$ cat config.mk
export PLATFORM = sky130hd
export DESIGN_NAME = vsync_tgen
export DESIGN_NICKNAME = d
export VERILOG_FILES = /design/src/rtl/vtg_pkg.sv /design/src/rtl/vtg_ref_sel.sv /design/src/rtl/vtg_counters.sv /design/src/rtl/vtg_level.sv /design/src/rtl/vsync_tgen.sv
export SDC_FILE = /design/constraint.sdc
export NUM_CORES = 1
export LEC_CHECK = 0
export BUFFER_PORTS_ARGS = -buffer_cell sky130_fd_sc_hd__buf_4
export CORE_MARGIN = 4
export CORE_UTILIZATION = 30
export CTS_CLUSTER_DIAMETER = 50
export CTS_CLUSTER_SIZE = 28
export DETAILED_ROUTE_END_ITERATION = 10
export GPL_ROUTABILITY_DRIVEN = 0
export GPL_TIMING_DRIVEN = 1
export PLACE_DENSITY = 0.58
export SKIP_LAST_GASP = 1
export SLEW_MARGIN = 20
export SYNTH_ARGS = -nofsm -noshare
export SYNTH_HDL_FRONTEND = slang
export SYNTH_SLANG_ARGS = --single-unit
$ cat constraint.sdc
create_clock -name clk -period 20.1 [get_ports clk]
set_input_delay 4.02 -clock clk [delete_from_list [all_inputs] [get_ports clk]]
set_output_delay 4.02 -clock clk [all_outputs]
set_load 0.005 [all_outputs]
$ cat src/rtl/vtg_pkg.sv
package vtg_pkg;
  // Kind of line being drawn, chosen from the field line number and the mode.
  typedef enum logic [1:0] {
    LK_PLAIN = 2'd0,
    LK_EQUAL = 2'd1,
    LK_SERR  = 2'd2,
    LK_BROAD = 2'd3
  } line_kind_e;
endpackage

$ cat src/rtl/vtg_ref_sel.sv
module vtg_ref_sel (
  input  logic clk,
  input  logic rst_n,
  input  logic src_sel,
  input  logic hs_in,
  input  logic vs_in,
  input  logic fid_in,
  input  logic emb_h,
  input  logic emb_v,
  input  logic emb_f,
  output logic h_edge,
  output logic v_edge,
  output logic f_sel
);
  logic h_sel, v_sel;
  logic h_q, v_q;

  // Source mux: only the chosen set reaches the edge detectors
  assign h_sel = src_sel ? emb_h : hs_in;
  assign v_sel = src_sel ? emb_v : vs_in;
  assign f_sel = src_sel ? emb_f : fid_in;

  always_ff @(posedge clk or negedge rst_n) begin
    if (!rst_n) begin
      h_q <= 1'b0;
      v_q <= 1'b0;
    end else begin
      h_q <= h_sel;
      v_q <= v_sel;
    end
  end

  assign h_edge = h_sel & ~h_q;
  assign v_edge = v_sel & ~v_q;
endmodule

$ cat src/rtl/vtg_counters.sv
module vtg_counters #(
  parameter int HW = 12,
  parameter int VW = 11
) (
  input  logic          clk,
  input  logic          rst_n,
  input  logic          h_edge,
  input  logic          v_edge,
  input  logic          f_sel,
  input  logic          interlace,
  input  logic [HW-1:0] cfg_line_len,
  input  logic [VW-1:0] cfg_frame_lines,
  input  logic [VW-1:0] cfg_f2_start,
  output logic [HW-1:0] px,
  output logic [VW-1:0] line,
  output logic [VW-1:0] fline,
  output logic          field
);
  logic [HW:0] px_nx;
  logic [VW:0] line_nx;
  logic        px_wrap, line_wrap;
  logic [VW-1:0] line_adv;

  assign px_nx     = {1'b0, px} + {{HW{1'b0}}, 1'b1};
  assign line_nx   = {1'b0, line} + {{VW{1'b0}}, 1'b1};
  assign px_wrap   = px_nx >= {1'b0, cfg_line_len};
  assign line_wrap = line_nx >= {1'b0, cfg_frame_lines};
  assign line_adv  = line_wrap ? '0 : line_nx[VW-1:0];

  always_ff @(posedge clk or negedge rst_n) begin
    if (!rst_n) begin
      px   <= '0;
      line <= '0;
    end else if (v_edge) begin
      px   <= '0;
      line <= f_sel ? cfg_f2_start : '0;
    end else if (h_edge || px_wrap) begin
      px   <= '0;
      line <= line_adv;
    end else begin
      px   <= px_nx[HW-1:0];
    end
  end

  assign field = interlace && (line >= cfg_f2_start);
  assign fline = field ? (line - cfg_f2_start) : line;

  assert_hlock_R4: assert property (@(posedge clk) disable iff (!rst_n)
    (h_edge && !v_edge) |=> (px == '0));

  assert_vlock_R5: assert property (@(posedge clk) disable iff (!rst_n)
    v_edge |=> (px == '0) && (line == ($past(f_sel) ? $past(cfg_f2_start) : '0)));

  assert_step_R2: assert property (@(posedge clk) disable iff (!rst_n)
    (!h_edge && !v_edge && (px_nx < {1'b0, cfg_line_len})) |=> (px == $past(px) + 1'b1));

  assert_frame_wrap_R2: assert property (@(posedge clk) disable iff (!rst_n)
    (!v_edge && px_wrap && line_wrap) |=> (line == '0));

  assert_progressive_R12: assert property (@(posedge clk) disable iff (!rst_n)
    !interlace |-> !field);
endmodule

$ cat src/rtl/vtg_level.sv
module vtg_level
  import vtg_pkg::*;
#(
  parameter int HW = 12,
  parameter int VW = 11,
  parameter int DW = 10
) (
  input  logic [HW-1:0] px,
  input  logic [VW-1:0] fline,
  input  logic          hd_mode,
  input  logic [HW-1:0] cfg_line_len,
  input  logic [HW-1:0] cfg_sync_w,
  input  logic [HW-1:0] cfg_bporch,
  input  logic [HW-1:0] cfg_act_w,
  input  logic [VW-1:0] cfg_v_pre,
  input  logic [VW-1:0] cfg_v_ser,
  input  logic [VW-1:0] cfg_v_post,
  input  logic [VW-1:0] cfg_v_end,
  input  logic [VW-1:0] cfg_act_first,
  input  logic [VW-1:0] cfg_act_last,
  input  logic [DW-1:0] lvl_blank,
  input  logic [DW-1:0] lvl_nsync,
  input  logic [DW-1:0] lvl_psync,
  input  logic [DW-1:0] vid_in,
  output logic [DW-1:0] vid_out,
  output logic          active,
  output logic          h_blank,
  output logic          v_blank
);
  localparam int CW = HW + 1;

  logic [CW-1:0] p, len, half, sw, sw_half, sw_dbl, act_beg, act_end;
  logic          in_pre, in_mid, in_post;
  line_kind_e    kind;
  logic [DW-1:0] lvl;

  assign p       = {1'b0, px};
  assign len     = {1'b0, cfg_line_len};
  assign half    = len >> 1;
  assign sw      = {1'b0, cfg_sync_w};
  assign sw_half = sw >> 1;
  assign sw_dbl  = sw << 1;
  assign act_beg = sw + {1'b0, cfg_bporch};
  assign act_end = act_beg + {1'b0, cfg_act_w};

  assign in_pre  = (fline >= cfg_v_pre)  && (fline < cfg_v_ser);
  assign in_mid  = (fline >= cfg_v_ser)  && (fline < cfg_v_post);
  assign in_post = (fline >= cfg_v_post) && (fline < cfg_v_end);

  always_comb begin
    kind = LK_PLAIN;
    if (hd_mode) begin
      if (in_mid) kind = LK_BROAD;
    end else if (in_mid) begin
      kind = LK_SERR;
    end else if (in_pre || in_post) begin
      kind = LK_EQUAL;
    end
  end

  always_comb begin
    lvl = lvl_blank;
    case (kind)
      LK_PLAIN: begin
        if (p < sw) lvl = lvl_nsync;
        else if (hd_mode && (p < sw_dbl)) lvl = lvl_psync;
      end
      LK_EQUAL: begin
        if ((p < sw_half) || ((p >= half) && (p < half + sw_half))) lvl = lvl_nsync;
      end
      LK_SERR: begin
        lvl = lvl_nsync;
        if (((p >= half - sw) && (p < half)) || ((p >= len - sw) && (p < len)))
          lvl = lvl_blank;
      end
      LK_BROAD: begin
        if (p < sw) lvl = lvl_nsync;
        else if (p < sw_dbl) lvl = lvl_psync;
        else if (p < half) lvl = lvl_nsync;
      end
      default: lvl = lvl_blank;
    endcase
  end

  assign h_blank = !((p >= act_beg) && (p < act_end));
  assign v_blank = !((fline >= cfg_act_first) && (fline <= cfg_act_last));
  assign active  = !h_blank && !v_blank;
  assign vid_out = active ? vid_in : lvl;
endmodule

$ cat src/rtl/vsync_tgen.sv
module vsync_tgen #(
  parameter int HW = 12,
  parameter int VW = 11,
  parameter int DW = 10
) (
  input  logic          clk,
  input  logic          rst_n,
  input  logic          src_sel,
  input  logic          hs_in,
  input  logic          vs_in,
  input  logic          fid_in,
  input  logic          emb_h,
  input  logic          emb_v,
  input  logic          emb_f,
  input  logic          hd_mode,
  input  logic          interlace,
  input  logic [HW-1:0] cfg_line_len,
  input  logic [HW-1:0] cfg_sync_w,
  input  logic [HW-1:0] cfg_bporch,
  input  logic [HW-1:0] cfg_act_w,
  input  logic [VW-1:0] cfg_frame_lines,
  input  logic [VW-1:0] cfg_f2_start,
  input  logic [VW-1:0] cfg_v_pre,
  input  logic [VW-1:0] cfg_v_ser,
  input  logic [VW-1:0] cfg_v_post,
  input  logic [VW-1:0] cfg_v_end,
  input  logic [VW-1:0] cfg_act_first,
  input  logic [VW-1:0] cfg_act_last,
  input  logic [DW-1:0] lvl_blank,
  input  logic [DW-1:0] lvl_nsync,
  input  logic [DW-1:0] lvl_psync,
  input  logic [DW-1:0] vid_in,
  output logic [DW-1:0] vid_out,
  output logic          active,
  output logic          h_blank,
  output logic          v_blank,
  output logic          field,
  output logic [HW-1:0] h_pos,
  output logic [VW-1:0] v_pos
);
  logic          h_edge, v_edge, f_sel;
  logic [VW-1:0] fline;

  vtg_ref_sel u_ref (
    .clk(clk), .rst_n(rst_n), .src_sel(src_sel),
    .hs_in(hs_in), .vs_in(vs_in), .fid_in(fid_in),
    .emb_h(emb_h), .emb_v(emb_v), .emb_f(emb_f),
    .h_edge(h_edge), .v_edge(v_edge), .f_sel(f_sel)
  );

  vtg_counters #(.HW(HW), .VW(VW)) u_cnt (
    .clk(clk), .rst_n(rst_n), .h_edge(h_edge), .v_edge(v_edge), .f_sel(f_sel),
    .interlace(interlace), .cfg_line_len(cfg_line_len),
    .cfg_frame_lines(cfg_frame_lines), .cfg_f2_start(cfg_f2_start),
    .px(h_pos), .line(v_pos), .fline(fline), .field(field)
  );

  vtg_level #(.HW(HW), .VW(VW), .DW(DW)) u_lvl (
    .px(h_pos), .fline(fline), .hd_mode(hd_mode),
    .cfg_line_len(cfg_line_len), .cfg_sync_w(cfg_sync_w),
    .cfg_bporch(cfg_bporch), .cfg_act_w(cfg_act_w),
    .cfg_v_pre(cfg_v_pre), .cfg_v_ser(cfg_v_ser), .cfg_v_post(cfg_v_post),
    .cfg_v_end(cfg_v_end), .cfg_act_first(cfg_act_first), .cfg_act_last(cfg_act_last),
    .lvl_blank(lvl_blank), .lvl_nsync(lvl_nsync), .lvl_psync(lvl_psync),
    .vid_in(vid_in), .vid_out(vid_out), .active(active),
    .h_blank(h_blank), .v_blank(v_blank)
  );
endmodule

# --- Word-level counts from Yosys, hierarchy flattened ---
# Index checks and enable logic that the tools add are counted.
word_totals:
  regBits: 25
op_classes:
  addsub: 8
  magnitude_cmp: 22
  n_eq_ne: 3
  muxes: 23
  n_bitwise: 4
  n_reduce_logical: 19
ops:
  columns: ["operator", "count"]
  rows:
  - ["10-bit 2-to-1 mux", 8]
  - ["11-bit >= comparator", 5]
  - ["11-bit 2-to-1 mux", 5]
  - ["10-bit one-hot mux with 4 select lines", 1]
  - ["12-bit by 13-bit >= comparator with 1-bit output", 3]
  - ["12-bit by 13-bit < comparator with 1-bit output", 3]
  - ["11-bit < comparator", 3]
  - ["12-bit by 11-bit >= comparator with 1-bit output", 2]
  - ["12-bit by 11-bit < comparator with 1-bit output", 2]
  - ["12-bit < comparator", 2]
  - ["12-bit 2-to-1 mux", 2]
  - ["12-bit by 1-bit adder with 13-bit output, second input constant", 1]
  - ["12-bit by 12-bit adder with 13-bit output", 1]
  - ["13-bit by 12-bit adder with 13-bit output", 1]
  - ["13-bit by 12-bit >= comparator with 1-bit output", 1]
  - ["11-bit by 12-bit subtractor with 13-bit output", 1]
  - ["12-bit by 12-bit subtractor with 13-bit output", 1]
  - ["11-bit by 1-bit adder with 12-bit output, second input constant", 1]
  - ["11-bit by 11-bit adder with 12-bit output", 1]
  - ["11-bit less-or-equal comparator", 1]
  - ["1-bit logical AND", 11]
  - ["11-bit subtractor", 1]
  - ["2-bit 2-to-1 mux", 3]
  - ["2-bit equality test, second input constant", 2]
  - ["8 further kinds", 17]

# --- Depth between registers and ports, before layout ---
# Gate-level depths: netlist of the first run.
depth:
  depth_word: 12
  ltp_mapped: 25

# --- Hierarchy ---
# Synthesis of the first run repeated with hierarchy kept, for this count alone.
hier_totals:
  hier_cells: 1362
  area_unflattened_um2: 10510.1
by_module_without_submodules:
  columns: ["mod", "n_inst", "cells_per_inst", "area_per_inst_um2"]
  rows:
  - ["vtg_level", 1, 1048, 7873.8]
  - ["vtg_counters", 1, 307, 2517.4]
  - ["vtg_ref_sel", 1, 7, 118.9]

# --- Worst setup path before layout of the first run ---
# No wires, ideal clock.
synth_timing:
  path_type: "input-to-output"
  from: "input cfg_sync_w[1]"
  to: "output vid_out[0]"
  arrival_time_ns: 7.952
  required_ns: 16.080
  path_slack_ns: 8.128
  path_stages: 24
  n_path_buf: 1
  path_cell_list: "ha_1 a21o_1 a21oi_1 o21bai_1 a21oi_1 nor2b_1 o2111ai_1 nand3_1 nor2_1 xnor2_1 ha_1 or2_2 a21oi_1 a21oi_1 xnor2_1 ha_1 a21oi_1 a221o_1 a21oi_1 a211o_1 or2_4 buf_6 o2111ai_2 o22a_1"
synth_between:
  elab_chain_cells: 7
  elab_cells_between_ends: 29
  cone_classes: "5 x add/sub; 8 x order compare; 8 x mux; 8 x reduce/logical"
synth_rtl:
  columns: ["item", "line_no", "rtl"]
  rows:
  - ["from (decl)", "vsync_tgen.sv:18", "input logic [HW-1:0] cfg_sync_w,"]
  - ["branches (longest 6 deep; another with 12-bit by 12-bit adder with 13-bit output)", null, null]
  - ["10-bit 2-to-1 mux (*)", "vtg_level.sv:88", "assign vid_out = active ? vid_in : lvl;"]
  - ["to (decl)", "vsync_tgen.sv:33", "output logic [DW-1:0] vid_out,"]
# Every way passes the cells marked *.

# --- Worst setup path after layout of the first run ---
layout_timing:
  from: "input cfg_f2_start[0]"
  to: "output vid_out[2]"
layout_between:
  elab_chain_cells: 12
  elab_cells_between_ends: 28
  cone_classes: "1 x add/sub; 9 x order compare; 3 x eq/ne; 7 x mux; 8 x reduce/logical"
layout_rtl:
  columns: ["item", "line_no", "rtl"]
  rows:
  - ["from (decl)", "vsync_tgen.sv:22", "input logic [VW-1:0] cfg_f2_start,"]
  - ["11-bit >= comparator", "vtg_counters.sv:45", "assign field = interlace && (line >= cfg_f2_start);"]
  - ["1-bit logical AND", "vtg_counters.sv:45", null]
  - ["11-bit 2-to-1 mux (*)", "vtg_counters.sv:46", "assign fline = field ? (line - cfg_f2_start) : line;"]
  - ["11-bit >= comparator, or another cell as far along", "vtg_level.sv:46", "assign in_pre = (fline >= cfg_v_pre) && (fline < cfg_v_ser);"]
  - ["1-bit logical AND (on tied branches)", "vtg_level.sv:46, vtg_level.sv:48", null]
  - ["1-bit logical OR", "vtg_level.sv:56", "end else if (in_pre || in_post) begin"]
  - ["1-bit 2-to-1 mux", "vtg_level.sv:56", null]
  - ["2-bit 2-to-1 mux", "vtg_level.sv:54", "end else if (in_mid) begin"]
  - ["2-bit 2-to-1 mux", "vtg_level.sv:52", "if (hd_mode) begin"]
  - ["2-bit equality test, or another cell as far along", "vtg_level.sv:63", "case (kind)"]
  - ["10-bit one-hot mux with 4 select lines", "vtg_level.sv:63", null]
  - ["10-bit 2-to-1 mux (*)", "vtg_level.sv:88", null]
# Every way passes the cells marked *; elsewhere a longest branch is shown, timed or not.

==> results of run 1 <==
## through the flow
| step | utilization [%] | setup WS, ns | std cells |
|---|---|---|---|
| after floorplan | - | 8.128 | 1245 |
| after global placement | 37.24 | 6.790 | 1898 |
| after detailed placement | 37.24 | 6.675 | 1898 |
| after CTS | 37.48 | 6.654 | 1902 |
| after global routing | 37.48 | 6.155 | 1902 |
| final | 37.48 | 6.667 | 1902 |
## layer usage
| layer | global-route usage, % | share of wire [%] | up-vias | wire [µm] |
|---|---|---|---|---|
| li1 | - | - | 5026 | - |
| met1 | 21.80 | 46 | 4577 | 14360 |
| met2 | 28.92 | 48 | 235 | 14910 |
| met3 | 0.9154 | 3.4 | 48 | 1049 |
| met4 | 4.890 | 2.9 | 0 | 918 |
| met5 | 0 | 0 | - | 0 |
## worst register-to-register path: stages (launching register included)
cell and delay, ns:
sky130_fd_sc_hd__dfrtp_1 0.76, sky130_fd_sc_hd__nand3_1 0.18, sky130_fd_sc_hd__nor2_1 0.20, sky130_fd_sc_hd__and3_1 0.25
sky130_fd_sc_hd__nand3_1 0.11, sky130_fd_sc_hd__xnor2_1 0.18, sky130_fd_sc_hd__ha_1 0.33, sky130_fd_sc_hd__a211o_1 0.31
sky130_fd_sc_hd__o221ai_1 0.17, sky130_fd_sc_hd__a21oi_1 0.07, sky130_fd_sc_hd__o21ai_0 0.18, sky130_fd_sc_hd__nand3_1 0.36
sky130_fd_sc_hd__buf_4 0.36, sky130_fd_sc_hd__a22o_1 0.24
## flip-flops by register name, indices dropped and copies added (netlist names)
register / count
u_cnt.px: 12
u_cnt.line: 11
u_ref.h_q: 1
u_ref.v_q: 1
## cells in the mapped netlist, drive strengths merged (5+ instances only)
master / number
o22a: 11
o221ai: 5
fa: 6
o21bai: 13
nand2b: 19
clkbuf: 9
o2111ai: 15
a31oi: 12
o21a: 12
ha: 271
dfrtp: 25
a211o: 9
o21ai: 62
mux2i: 22
and3: 11
buf: 8
nand3: 55
nor2b: 24
nor2: 78
mux2: 30
nand2: 51
a211oi: 16
xnor2: 45
o211ai: 19
xor2: 30
inv: 157
nor3: 17
nand4: 14
a21oi: 90
nor3b: 6
a21o: 29
a22o: 12
## power by group
| group | leakage [nW] | internal [mW] | switching (mW) |
|---|---|---|---|
| sequential | 0.317 | 0.0627 | 0.0360 |
| combinational | 6.14 | 0.388 | 0.434 |
| clock | 0.0382 | 0.0272 | 0.0190 |
## cells in the final DEF, fill, tap and decap left out, types with 9 or more instances in the layout
cell,instances
sky130_fd_sc_hd__a31oi_1,11
sky130_fd_sc_hd__xor2_1,30
sky130_fd_sc_hd__mux2_2,29
sky130_fd_sc_hd__nor3_1,16
sky130_fd_sc_hd__o2111ai_2,9
sky130_fd_sc_hd__nand3_1,54
sky130_fd_sc_hd__o21ai_1,20
sky130_fd_sc_hd__dfrtp_1,25
sky130_fd_sc_hd__a211oi_1,15
sky130_fd_sc_hd__o21ai_0,39
sky130_fd_sc_hd__o211ai_1,17
sky130_fd_sc_hd__buf_4,228
sky130_fd_sc_hd__mux2i_1,22
sky130_fd_sc_hd__o22a_1,11
sky130_fd_sc_hd__a21oi_1,88
sky130_fd_sc_hd__ha_1,271
sky130_fd_sc_hd__nor2_1,78
sky130_fd_sc_hd__nor2b_1,23
sky130_fd_sc_hd__nand2_1,51
sky130_fd_sc_hd__a21o_1,28
sky130_fd_sc_hd__nand4_1,14
sky130_fd_sc_hd__xnor2_1,45
sky130_fd_sc_hd__o21bai_1,13
sky130_fd_sc_hd__o21a_1,12
sky130_fd_sc_hd__a211o_1,9
sky130_fd_sc_hd__inv_1,156
sky130_fd_sc_hd__and3_1,11
sky130_fd_sc_hd__nand2b_1,19
sky130_fd_sc_hd__a22o_1,12
## worst min-delay path by stage
stage                   from             to  slack, ns  cells past startpoint
2_1_floorplan    u_cnt.px[0]    u_cnt.px[0]       0.59                      1
3_3_place_gp   u_cnt.line[7]  u_cnt.line[7]       0.67                      2
3_5_place_dp   u_cnt.line[5]  u_cnt.line[5]       0.67                      2
4_1_cts        u_cnt.line[5]  u_cnt.line[5]       0.68                      2
5_1_grt        u_cnt.line[5]  u_cnt.line[5]       0.70                      2
6_report       u_cnt.line[5]  u_cnt.line[5]       0.67                      2
## cells by family (layout without fill, tap and decap cells)
family	after synthesis	after routing	share of synthesized area, %
adder cells (fa/ha/maj)	277	277	35.17
multiplexers	52	52	5.590
AND/OR/NAND/NOR	294	294	14.91
XOR/XNOR	75	75	6.580
flip-flops	25	25	6.266
AO/OA/AOI/OAI	348	348	24.72
buffers and inverters	174	389	6.768
## final cells by class
type	instances	area, µm²	area share [%]
Inverter	157	589.3	4.808
Timing Repair Buffer	228	1712	13.96
Sequential cell	25	625.6	5.104
Clock buffer	4	78.83	0.6431
Tap cell	442	553.0	4.512
Multi-Input combinational cell	1046	8698	70.97
==> results.md, run 1 <==
* Status: complete, no violations
* Slew HR at 33.72%
* Global-route wire length before repair at 49,710 µm
* Sink count of the clock tree at 25
* Worst min-delay path category: flop to flop
* Max-cap check violation count at 0
* Num CTS Buffers at 3
* Top-area cell type share of the netlist area at 33.96%
* CTS max path bufs at 2
* CTS root buf: sky130_fd_sc_hd__clkbuf_16
* Top post-synthesis cells by area: sky130_fd_sc_hd__ha_1 (34%), sky130_fd_sc_hd__dfrtp_1 (6.3%), sky130_fd_sc_hd__inv_1 (5.9%)
* Port bufs at 223
* Post-synthesis instance total at 1,245
* Antenna diode count at 0
* Synthesized net count at 1,709
* Die outline width at 190.4 µm
* CP startpoint: cfg_f2_start[0]
* Arrival time of the worst setup path at 9.41 ns
* Pwr Total at 966.9 µW
* Number of storage elements in the synthesis netlist at 25
* Leading area contributor after synthesis: sky130_fd_sc_hd__ha_1
* Most used flip-flop cell after synthesis: sky130_fd_sc_hd__dfrtp_1
* Die Span Y at 190.4 µm
* Die Area at 36,260 µm²
* Synth warn at 0
* Cell family with most CP delay: compound AO/OA/AOI/OAI gates
* Ratio of cells with drive above 1 in the final layout at 20.14%
* Synth-to-Final Area Change at 22.77%
* Endpoint of the worst-slack reg-to-reg timing path: u_cnt.line[9]
* Number of cells on the worst reg-to-reg path at 13
* Fmax at 0.07444 GHz
* Slowest cell on crit path: sky130_fd_sc_hd__o31ai_2
* Logic depth of the worst path, buffers included at 24
* Overall routed net length at 31,240 µm
* Count of pins over their slew limit at 0
* WP data required at 16.08 ns
* Ports placed on the boundary at 224
* Buffers plus inverters on the worst setup path at 3
* Reg-to-reg critical path startpoint: u_cnt.px[2]
* Detailed placer's ending HPWL at 27,260 µm
* Leakage power total at 6.492 nW
* TritonCTS clock tree: yes
* Standard cell core area at 32,700 µm²
* Worst skew pair latency at 0.27 ns
* Rows at 66
* Type of origin of the critical path: primary input
* Netlist cell types at 85
* Count of final hold-check violations at 0
* Sum of overflow across all layers after global routing at 0
* Transition time at the pin with the least slew margin at 0.9882 ns
* Post-route standard cell area excluding fillers at 12,260 µm²
* Setup TNS after final layout at 0 ns
* Routed wire per std cell at 16.42 µm
* Minimum clock period at 13.43 ns
* Overall fraction of global-route tracks in use at 16.47%
* Ordered cell list for the critical path: buf_4 -> ha_1 -> inv_1 -> fa_1 -> a21o_1 -> a21oi_1 -> o21bai_1 -> a21oi_1 -> o21bai_1 -> a211oi_1 -> o21bai_1 -> xor2_1 -> mux2_2 -> ha_1 -> nand4_1 -> a21oi_1 -> o41ai_1 -> o211a_1 -> o31a_1 -> o31ai_2 -> a21bo_1 -> o2111ai_2 -> o22a_1 -> buf_4
* Setup repair after global routing missed its margin: false
* Fin crit share at 66.83%
* Highest net fanout along the worst path at 11
* Net total in the final layout at 1,925
* Total via count after detailed routing at 9,886
* Setup CP Type: primary input to output port
* Crit path largest cell delay at 0.85 ns
* Number of optimization iterations in the first detailed-route pass at 5
* Number of setup violations in the final report at 0
* Critical path capture point type: output port
* Pin count of the biggest net entering global routing at 26
* Clock-pin slew of the registers on the worst-case setup and hold paths at 0.07 ns
* Detail Route Antenna Nets at 0
* Initial antenna violation count at 0
* Crit path to: vid_out[2]
* Share of synthesized area occupied by flip-flops and latches at 6.266%
* Number of enable-type register cells in the synthesized netlist at 0
* Number of remaining DRC errors at 0
* Number of H-tree branching levels at 1
* Post-synthesis async set-or-reset flop share at 100.0%
* Iteration-0 DRC Markers at 423
* Register-to-register setup slack at 16.29 ns
* Netlist area before placement at 9983 µm²
* Min Hold Slack at 0.6744 ns
* Post CTS Setup Buffer Count at 0
* Peak supply drop at 0.00004776 V
* Layout fillers at 3,450
* Drt via density at 5.198
* Post-Synthesis Mean Instance Area at 8.019 µm²
* Post-route clock skew at 0.007239 ns
* DP Area at 12,180 µm²
* Number of cells upsized or downsized after cts at 0
* Initial core utilization at 30.53%
* Count of hold-fix buffers inserted at cts at 0
* Cell area power density at 78.89 nW/µm²
* Vias in the first global route at 10,190
No activity file was read; power rests on OpenSTA's default activity.
==> run 2, diff against run 1 <==
Settings changed: PLACE_DENSITY 0.58 to 0.6.
Clock period 20.1 ns to 10.85 ns, I/O delays scaled along.
==> results.md, run 2 (synthesis gave the netlist of run 1 again) <==
* Iteration-0 DRC Markers at 355
* Number of cells upsized or downsized after cts at 0
* Most frequent cells in the layout: sky130_fd_sc_hd__ha_1 (271), sky130_fd_sc_hd__buf_4 (230), sky130_fd_sc_hd__inv_1 (156)
* Worst hold path endpoint: u_cnt.line[3]
* Number of optimization iterations in the first detailed-route pass at 4
* Antenna diode count at 0
* Die Area at 36,260 µm²
* Fmax at 0.1068 GHz
* Pin count of the biggest net entering global routing at 26
* Peak supply drop at 0.00009480 V
* Layout fillers at 3,484
* Minimum clock period at 9.364 ns
* Number of setup violations in the final report at 0
* Num CTS Buffers at 3
* Ports placed on the boundary at 224
* Clock-pin slew of the registers on the worst-case setup and hold paths at 0.07 ns
* Hold Path Cell Cnt at 2
* WP data required at 8.68 ns
* Registers with the highest flip-flop counts: u_cnt.px x12, u_cnt.line x11
* Setup TNS after final layout at 0 ns
* Routed wire per std cell at 16.30 µm
* Max-cap check violation count at 0
* Cell area power density at 147.0 nW/µm²
* Number of H-tree branching levels at 1
* Fin crit share at 86.30%
* Slowest cell on crit path: sky130_fd_sc_hd__a21bo_1
* Detail Route Antenna Nets at 0
* Synth-to-Final Area Change at 22.88%
* Sum of overflow across all layers after global routing at 0
* Count of final hold-check violations at 0
* Die outline width at 190.4 µm
* Sink count of the clock tree at 25
* Status: complete, no violations
* Most common cell after layout, fill and taps aside: sky130_fd_sc_hd__ha_1
* Reg-to-reg critical path startpoint: u_cnt.px[2]
* Die Span Y at 190.4 µm
* Number of remaining DRC errors at 0
* Rows at 66
* Slew HR at 38.00%
* CTS max path bufs at 2
* Detailed placer's ending HPWL at 26,810 µm
* Ratio of cells with drive above 1 in the final layout at 20.25%
* Overall fraction of global-route tracks in use at 16.33%
* Highest net fanout along the worst path at 11
* Biggest register: u_cnt.px
* Drt via density at 5.177
* Largest register FFs at 12
* Worst min-delay path category: flop to flop
* Initial core utilization at 30.53%
* Buffers plus inverters on the worst setup path at 4
* CTS root buf: sky130_fd_sc_hd__clkbuf_16
* Setup repair after global routing missed its margin: false
* Leakage power total at 6.503 nW
* Count of pins over their slew limit at 0
* Post CTS Setup Buffer Count at 0
* Post-route clock skew at 0.001648 ns
* Endpoint of the worst-slack reg-to-reg timing path: u_cnt.line[9]
* Overall routed net length at 31,030 µm
* DP Area at 12,190 µm²
* Worst skew pair latency at 0.27 ns
* Source of the worst hold timing path: u_cnt.line[3]
* Count of hold-fix buffers inserted at cts at 0
* Register-to-register setup slack at 7.04 ns
* Standard cell core area at 32,700 µm²
* Number of cells on the worst reg-to-reg path at 13
* TritonCTS clock tree: yes
* Post-route standard cell area excluding fillers at 12,270 µm²
* Type of origin of the critical path: primary input
* Min Hold Slack at 0.6740 ns
* Port bufs at 223
* Vias in the first global route at 9,951
* Transition time at the pin with the least slew margin at 0.9066 ns
* Initial antenna violation count at 1
* Net total in the final layout at 1,927
* Total via count after detailed routing at 9,857
* Global-route wire length before repair at 49,430 µm
* Setup CP Type: primary input to output port
* Crit path largest cell delay at 0.50 ns
* Cell family with most CP delay: compound AO/OA/AOI/OAI gates
* Arrival time of the worst setup path at 7.19 ns
* Critical path capture point type: output port
[run 2: changes by cell type in the layout (fill, tap and decap cells not counted)]
cell | previous run | this run
sky130_fd_sc_hd__buf_4 | 228 | 230
sky130_fd_sc_hd__clkinv_2 | 0 | 1
sky130_fd_sc_hd__o31ai_1 | 3 | 4
sky130_fd_sc_hd__o31ai_2 | 1 | 0
sky130_fd_sc_hd__clkbuf_1 | 1 | 0
[run 2: layout make-up]
class | instances | area, µm² | area share, %
Sequential cell | 25 | 625.6 | 5.099
Clock buffer | 3 | 75.07 | 0.6119
Timing Repair Buffer | 230 | 1727 | 14.07
Clock inverter | 1 | 5.005 | 0.04080
Tap cell | 442 | 553.0 | 4.508
Multi-Input combinational cell | 1046 | 8693 | 70.86
Inverter | 157 | 589.3 | 4.804
[run 2: how the worst max path moves through the flow]
stage                          from    endpoint  slack [ns]  cells after the start
floorplan             cfg_sync_w[1]  vid_out[0]        2.58                     24
global placement    cfg_f2_start[0]  vid_out[2]        1.56                     25
detailed placement  cfg_f2_start[0]  vid_out[2]        1.51                     25
CTS                 cfg_f2_start[0]  vid_out[2]        1.49                     25
global route        cfg_f2_start[0]  vid_out[2]        1.12                     25
finish              cfg_f2_start[0]  vid_out[3]        1.49                     25
[run 2: power by group]
part / total, mW / internal [mW] / switching [mW]
Sequential: 0.182 / 0.116 / 0.0656
Clock: 0.0867 / 0.0499 / 0.0368
Combinational: 1.53 / 0.725 / 0.810
Total: 1.80 / 0.891 / 0.912
[run 2: stage by stage]
step           power [mW]  setup slack [ns]  std cells  util, %
3_3_place_gp        1.682             1.557       1900    37.27
4_1_cts             1.813             1.494       1904    37.52
6_report            1.803             1.486       1904    37.52
5_1_grt             2.018             1.117       1904    37.52
3_5_place_dp        1.718             1.508       1900    37.27
2_1_floorplan       1.233             2.578       1245        -
[run 2: routing by layer]
metal / part of all wire, % / wire (µm) / GRT usage [%]
met5: 0.035 / 11 / 0
met4: 1.7 / 529 / 3.315
met1: 46 / 14240 / 21.04
met3: 2.9 / 912 / 1.446
met2: 49 / 15340 / 29.74
[run 2: worst reg2reg max path, delay by kind of cell (launching register included)]
kind	cells	cell delay, ns
flops	1	0.75
buf+inv	1	0.35
xor+xnor	1	0.25
compound gates	5	0.99
fa+ha+maj	1	0.28
simple gates	5	1.09
==> run 3, diff against run 2 <==
Settings changed: CORE_MARGIN 4 to 3.
==> results.md, run 3 (synthesis gave the netlist of run 1 again) <==
* Status: complete, no violations
* Overall fraction of global-route tracks in use at 17.14%
* Number of H-tree branching levels at 1
* Arrival time of the worst setup path at 7.37 ns
* Transition time at the pin with the least slew margin at 0.9400 ns
* Max-cap check violation count at 0
* Most common cell after layout, fill and taps aside: sky130_fd_sc_hd__ha_1
* Type of origin of the critical path: primary input
* Standard cell core area at 32,700 µm²
* Die Area at 35,500 µm²
* Biggest register: u_cnt.px
* Initial antenna violation count at 1
* Count of final hold-check violations at 0
* Fmax at 0.1049 GHz
* Registers with the highest flip-flop counts: u_cnt.px x12, u_cnt.line x11
* Global-route wire length before repair at 50,450 µm
* Highest net fanout along the worst path at 12
* Critical path capture point type: output port
* Setup repair after global routing missed its margin: false
* Layout fillers at 3,464
* Cell area power density at 148.4 nW/µm²
* Area used by multi-input combinational logic at 8693 µm²
* Minimum clock period at 9.537 ns
* WP data required at 8.68 ns
* Post-route clock skew at 0.004403 ns
* Post CTS Setup Buffer Count at 0
* Internal cell power at 892.1 µW
* Clock network fraction of design power at 4.8%
* Iteration-0 DRC Markers at 422
* Antenna diode count at 0
* Synth-to-Final Area Change at 22.80%
* Fin crit share at 87.89%
* Setup CP Type: primary input to output port
* Number of optimization iterations in the first detailed-route pass at 5
* Total net switching power at 927.0 µW
* Most frequent cells in the layout: sky130_fd_sc_hd__ha_1 (271), sky130_fd_sc_hd__buf_4 (229), sky130_fd_sc_hd__inv_1 (156)
* Initial core utilization at 30.53%
* Detailed placer's ending HPWL at 26,930 µm
* Die outline width at 188.4 µm
* Count of hold-fix buffers inserted at cts at 0
* Net total in the final layout at 1,926
* CTS max path bufs at 2
* Pin count of the biggest net entering global routing at 26
* Leakage power total at 6.495 nW
* Count of pins over their slew limit at 0
* Detail Route Antenna Nets at 0
* Ratio of cells with drive above 1 in the final layout at 20.12%
* Num CTS Buffers at 3
* Switching fraction of total power at 50.96%
* Drt via density at 5.213
* Sum of overflow across all layers after global routing at 0
* TritonCTS clock tree: yes
* Number of setup violations in the final report at 0
* Setup TNS after final layout at 0 ns
* Fraction of power consumed by combinational cells at 85.2%
* Worst skew pair latency at 0.27 ns
* Routed wire per std cell at 16.53 µm
* Port bufs at 223
* Number of cells upsized or downsized after cts at 0
* Largest register FFs at 12
* Pwr Total at 1.819 mW
* Sink count of the clock tree at 25
* Rows at 66
* Total area of sequential cells at 625.6 µm²
* Fraction of power consumed by sequential logic at 10.0%
* Vias in the first global route at 10,130
* Peak supply drop at 0.00008294 V
* Core utilization of the finished layout at 37.49%
* Worst min-delay path category: flop to flop
* Die Span Y at 188.4 µm
* CTS root buf: sky130_fd_sc_hd__clkbuf_16
* Ports placed on the boundary at 224
* Clock-pin slew of the registers on the worst-case setup and hold paths at 0.07 ns
* Slew HR at 35.71%
* Total via count after detailed routing at 9,921
* Overall routed net length at 31,450 µm
* Number of remaining DRC errors at 0
run 3: area by class of cell:
cell class	instances	share of cell area, %
Inverter	157	4.807
Clock buffer	4	0.6430
Tap cell	442	4.511
Timing Repair Buffer	229	14.02
Multi-Input combinational cell	1046	70.91
Sequential cell	25	5.103
run 3: final timing paths:
check,from,endpoint,slack [ns],cells past startpoint
max reg2reg,u_cnt.px[2],u_cnt.line[9],7.03,13
min in group asynchronous,rst_n,u_cnt.px[0],1.80,1
min reg2reg,u_cnt.line[5],u_cnt.line[5],0.68,2
max,cfg_f2_start[4],vid_out[3],1.31,23
max in group asynchronous,rst_n,u_cnt.line[8],8.78,1
min,u_cnt.line[5],u_cnt.line[5],0.68,2
run 3: power by group through the flow:
| stage | Sequential (mW) | Combinational [mW] | Clock, mW |
|---|---|---|---|
| after floorplan | 0.163 | 1.07 | 0 |
| after global placement | 0.183 | 1.50 | 0 |
| after detailed placement | 0.184 | 1.54 | 0 |
| after global routing | 0.189 | 1.75 | 0.0938 |
| final | 0.182 | 1.55 | 0.0868 |
| after CTS | 0.182 | 1.55 | 0.0900 |
run 3: metrics by stage:
stage | setup slack [ns] | instance area [µm²] | hold WS (ns) | instances
6_report | 1.313 | 12260 | 0.6763 | 1903
5_1_grt | 0.9611 | 12260 | 0.7072 | 1903
4_1_cts | 1.343 | 12260 | 0.6709 | 1903
3_5_place_dp | 1.380 | 12180 | 0.6609 | 1899
3_3_place_gp | 1.572 | 12180 | 0.6652 | 1899
2_1_floorplan | 2.578 | 9983 | 0.5949 | 1245
run 3: metal layers:
layer	global-route usage [%]	wire length (µm)
met4	4.068	633
met5	0	8
met3	1.153	1112
met1	21.65	14190
met2	31.76	15510
run 3: worst max-delay path, stage by stage:
cell and delay (ns):
sky130_fd_sc_hd__buf_4 0.09, sky130_fd_sc_hd__inv_1 0.03, sky130_fd_sc_hd__ha_1 0.35, sky130_fd_sc_hd__and4_1 0.24, sky130_fd_sc_hd__and2_1 0.13, sky130_fd_sc_hd__a22oi_1 0.10, sky130_fd_sc_hd__nand2_1 0.09, sky130_fd_sc_hd__a21oi_1 0.06
sky130_fd_sc_hd__nor2b_1 0.71, sky130_fd_sc_hd__nor2_1 0.08, sky130_fd_sc_hd__a21oi_1 0.55, sky130_fd_sc_hd__ha_1 0.37, sky130_fd_sc_hd__a211o_1 0.25, sky130_fd_sc_hd__o211ai_1 0.09, sky130_fd_sc_hd__o211ai_1 0.12, sky130_fd_sc_hd__a211o_1 0.35
sky130_fd_sc_hd__a31o_1 0.19, sky130_fd_sc_hd__o31ai_1 0.08, sky130_fd_sc_hd__buf_4 0.26, sky130_fd_sc_hd__a21bo_1 0.50, sky130_fd_sc_hd__o2111ai_2 0.19, sky130_fd_sc_hd__o22a_1 0.21, sky130_fd_sc_hd__buf_4 0.13
